$ cat config.mk
export PLATFORM = sky130hd
export DESIGN_NAME = async_tx_break
export DESIGN_NICKNAME = d
export VERILOG_FILES = /design/src/rtl/async_tx_break.sv
export SDC_FILE = /design/constraint.sdc
export NUM_CORES = 1
export LEC_CHECK = 0
export ABC_AREA = 1
export BUFFER_PORTS_ARGS = -buffer_cell sky130_fd_sc_hd__clkbuf_2
export CORE_MARGIN = 4
export CORE_UTILIZATION = 59
export CTS_CLUSTER_SIZE = 14
export DETAILED_ROUTE_END_ITERATION = 10
export GPL_TIMING_DRIVEN = 0
export PLACE_DENSITY_LB_ADDON = 0.25
export SETUP_SLACK_MARGIN = 0.15
export SKIP_CTS_REPAIR_TIMING = 1
export SYNTH_ARGS = -nofsm -noshare
export SYNTH_HDL_FRONTEND = slang
export SYNTH_SLANG_ARGS = --single-unit
$ cat constraint.sdc
create_clock -name tx_clk -period 2.5 [get_ports tx_clk]
set_input_delay 0.5 -clock tx_clk [delete_from_list [all_inputs] [get_ports tx_clk]]
set_output_delay 0.5 -clock tx_clk [all_outputs]
set_load 0.03 [all_outputs]
$ cat src/rtl/async_tx_break.sv
`timescale 1ns/1ps
module async_tx_break #(
  parameter int MID_DIV  = 16,
  parameter int HIGH_DIV = 64
) (
  input  logic       tx_clk,
  input  logic       rst_n,
  input  logic [7:0] wr_data,
  input  logic       wr_stb,
  input  logic       tx_en,
  input  logic       brk,
  input  logic [1:0] len_sel,
  input  logic       par_en,
  input  logic       par_odd,
  input  logic [1:0] stop_sel,
  input  logic [1:0] rate_sel,
  output logic       txd,
  output logic       tx_rdy
);
  localparam int CW = $clog2(2*HIGH_DIV + 1);
  localparam int FW = 10;

  logic [7:0]    hold_q;
  logic          hold_full, busy, in_stop, line_q, brk_q;
  logic [FW-1:0] sh_q;
  logic [3:0]    left_q;
  logic [CW-1:0] cnt_q, per_q, stop_q;

  logic [3:0]    dlen;
  logic [7:0]    dval;
  logic          par_bit;
  logic [FW-1:0] nxt_sh;
  logic [CW-1:0] per_c, stop_c;
  logic          frame_done, start_now;

  assign dlen    = 4'd5 + {2'b00, len_sel};
  assign dval    = hold_q & (8'hFF >> (4'd8 - dlen));
  assign par_bit = (^dval) ^ par_odd;
  assign nxt_sh  = {2'b00, dval} | (FW'(par_en & par_bit) << dlen);

  always_comb begin
    case (rate_sel)
      2'b00:   per_c = CW'(1);
      2'b01:   per_c = CW'(MID_DIV);
      default: per_c = CW'(HIGH_DIV);
    endcase
    case (stop_sel)
      2'b11:   stop_c = per_c << 1;
      2'b10:   stop_c = (per_c == CW'(1)) ? CW'(2) : per_c + (per_c >> 1);
      default: stop_c = per_c;
    endcase
  end

  assign frame_done = busy && in_stop && (cnt_q == '0);
  assign start_now  = hold_full && tx_en && (!busy || frame_done);

  always_ff @(negedge tx_clk or negedge rst_n) begin
    if (!rst_n) begin
      hold_q    <= '0;
      hold_full <= 1'b0;
      busy      <= 1'b0;
      in_stop   <= 1'b0;
      line_q    <= 1'b1;
      brk_q     <= 1'b0;
      sh_q      <= '0;
      left_q    <= '0;
      cnt_q     <= '0;
      per_q     <= '0;
      stop_q    <= '0;
    end else begin
      brk_q <= brk;
      if (start_now) hold_full <= 1'b0;
      if (wr_stb) begin
        hold_q    <= wr_data;
        hold_full <= 1'b1;
      end
      if (start_now) begin
        busy    <= 1'b1;
        in_stop <= 1'b0;
        line_q  <= 1'b0;
        sh_q    <= nxt_sh;
        left_q  <= dlen + {3'b000, par_en};
        cnt_q   <= per_c - CW'(1);
        per_q   <= per_c - CW'(1);
        stop_q  <= stop_c - CW'(1);
      end else if (busy) begin
        if (cnt_q != '0) begin
          cnt_q <= cnt_q - CW'(1);
        end else if (left_q != '0) begin
          line_q <= sh_q[0];
          sh_q   <= sh_q >> 1;
          left_q <= left_q - 4'd1;
          cnt_q  <= per_q;
        end else if (!in_stop) begin
          in_stop <= 1'b1;
          line_q  <= 1'b1;
          cnt_q   <= stop_q;
        end else begin
          busy    <= 1'b0;
          in_stop <= 1'b0;
        end
      end
    end
  end

  assign txd    = line_q & ~brk_q;
  assign tx_rdy = tx_en & ~hold_full;
endmodule

==> summary.txt <==
Clock Latency Late Sink: 360 ps
Slowest cell on crit path: ha_4
setup violators final: 15
largest net degree at the start of global routing: 47
Warnings, synthesis: 0
placeable core region: 4414 um^2
mapped cell area: 2720 um^2
sequential area share after synthesis: 42.36%
pwr dens: 732.9 nW/um^2
Rows: 24
First DRT Iteration DRCs: 205
asr flop ratio synth: 100.0%
IO Count: 23
DP Area: 3103 um^2
internal power: 1.678 mW
Fin. Hold Viols: 0
Clock Tree Root: clkbuf_8
post-route cell area: 3601 um^2
Residual DRC: 0
FF-to-FF End: sh_q[3]
TritonCTS Buffers: 5
total grt overflow: 0
NetSw: 960.7 uW
top_reg_cell synth: dfrtn_1
clock buffer depth: 2
DRT antenna net count: 0
P&R area growth vs syn: 32.38%
die height: 75.90 um
first-pass detailed-route iteration total: 5
Cells on Worst Hold Path: 2
P_leak: 1.747 nW
average size of a mapped cell: 7.452 um^2
clock network fraction of total power: 21.4%
slew margin rel.: 31.54%
H-tree levels: 2
Net Sw Frac: 36.41%
max cap viols: 0
Final WS setup: -535.3 ps
post-layout util: 81.58%
register bit total from synthesis: 46
EDFF count, synth: 0
first-pass GRT wire length: 10,070 um
Worst Tran Pin Value: 1027 ps
crit-path max FO: 5
clk sinks: 46
failing checks: negative setup slack
Layout Skew: 53.35 ps
Clk pin slew, worst setup/hold paths: 50 ps
Avg WL per Cell: 14.03 um
Cell Chain, Critical Path: buf_12 > clkinvlp_4 > ha_4 > nand2_2 > nand2_2 > nor2_4 > nand3_1 > nand2_1 > inv_1 > nand2_1 > nand3_2 > nor2_4 > nand3_2 > nand2_1 > nand2_1 > nand2_1
n_diodes: 0
most used cell, CP: nand2_1
total power after layout: 2.639 mW
initial core utilization: 61.62%
reg-to-reg setup timing slack: 330 ps
RSZ-0062 raised after global routing: true
dpl hpwl: 4184 um
drt via density: 5.302
pre-CTS WS: -1024 ps
Hold EP: hold_q[7]
Reg power frac: 43.0%
worst ir drop on vdd: 0.3781 mV
Final #Nets: 452
Die W: 75.90 um
worst r2r src: cnt_q[0]
syn_nets: 397
DIE AREA: 5761 um^2
share of layout cells above drive strength 1: 31.59%
worst hold margin: 420.0 ps
Synth cell types: 33
CP Class: input pin to flip-flop
Worst Reg-to-Reg Cells: 14
Worst Path Arrival: 2120 ps
Hold Crit Start: hold_q[7]
final slew viol count: 0
DR vias: 2,508
final wirelength: 6635 um
IO Port Bufs: 22
Required @ worst endpoint: 1590 ps
Tot GR Track Use: 20.88%
CP endpoint kind: flip-flop
Worst path max stage delay: 290 ps
initial antenna violation count: 0
most common cell after layout, fill and taps aside: nand2_1
most frequent cells in the layout: 101 x nand2_1, 45 x dfrtn_1, 35 x inv_1, 27 x nor2_1, 23 x buf_4
worst min-delay path class: flip-flop to flip-flop
combinational share of power: 35.6%
CTS tree: built
run status: finished with violations
Post-Syn Instances: 365
Placer Congestion: 0.7872
vias in the first global route: 2,325
critical path launch point type: input pin
cells in the mapped netlist, types with 3 or more instances:
| cell | count | area, um^2 |
|---|---|---|
| o21ai_0 | 32 | 160.2 |
| a21oi_1 | 4 | 20.02 |
| nand2_1 | 114 | 427.9 |
| ha_1 | 10 | 125.1 |
| nand3_1 | 18 | 90.09 |
| buf_2 | 4 | 20.02 |
| dfrtn_1 | 45 | 1126 |
| nor2_1 | 38 | 142.6 |
| nand2_2 | 3 | 18.77 |
| o21ai_1 | 6 | 30.03 |
| o211ai_1 | 10 | 75.07 |
| inv_1 | 46 | 172.7 |
| xor2_1 | 8 | 70.07 |
| inv_2 | 4 | 15.01 |
metal layers:
metal / track usage [%] / wire [um] / vias to the layer above / part of all wire, %
li1: - / - / 1262 / -
met1: 28.36 / 2938 / 1164 / 44
met2: 33.22 / 3303 / 73 / 50
met3: 5.332 / 319 / 9 / 4.8
met4: 5.338 / 74 / 0 / 1.1
met5: 0 / 0 / - / 0
power groups by stage:
stage | logic, mW | registers (mW) | clock network [mW]
2_1_floorplan | 0.674 | 1.10 | 0.00501
3_3_place_gp | 0.791 | 1.13 | 0.00501
3_5_place_dp | 0.823 | 1.14 | 0.00501
4_1_cts | 0.828 | 1.12 | 0.563
5_1_grt | 1.08 | 1.16 | 0.609
6_report | 0.939 | 1.13 | 0.566
through the flow:
| stage | setup TNS, ps | instances |
|---|---|---|
| 2_1_floorplan | -5105 | 365 |
| 6_report | -4730 | 473 |
| 5_1_grt | -5980 | 473 |
| 3_3_place_gp | -22160 | 439 |
| 4_1_cts | -6538 | 447 |
| 3_5_place_dp | -24790 | 439 |
critical path, delay by kind of cell:
kind,cells,cell delay [ps]
adders and majority gates,1,290
buffers and inverters,3,280
and+or+nand+nor,12,1070
how the worst max path moves through the flow:
stage | slack (ps) | depth (start not counted) | to | from
2_1_floorplan | -530 | 16 | sh_q[4] | len_sel[0]
6_report | -540 | 16 | sh_q[4] | len_sel[0]
3_5_place_dp | -1020 | 16 | sh_q[6] | len_sel[0]
4_1_cts | -700 | 16 | sh_q[4] | len_sel[0]
5_1_grt | -650 | 16 | sh_q[4] | len_sel[0]
3_3_place_gp | -910 | 15 | sh_q[6] | len_sel[0]
state kept, by name, indices dropped and copies added (netlist names), 4 cells and up:
signal  flops
per_q       4
left_q      4
hold_q      8
sh_q       10
cnt_q       8
stop_q      7
final cells by class:
class | instances | area [um^2]
clock buffers | 7 | 76.32
flip-flops and latches | 46 | 1152
fillers | 288 | 813.3
inverters | 51 | 212.7
clock inverters | 2 | 33.78
repair buffers | 48 | 392.9
multi-input cells | 259 | 1592
plain buffers | 8 | 76.32
well taps | 52 | 65.06
logic make-up (layout without fill, tap and decap cells):
kind of cell	Yosys count	after routing	synth area share, %
AOI/OAI and AO/OA	56	56	12.01
xor gates and xnor gates	10	10	3.220
adders and majority gates	11	11	5.336
buffers and inverters	60	116	8.924
DFF	46	46	42.36
and+or+nand+nor	182	182	28.15
Power figures use the tool's default switching activity.
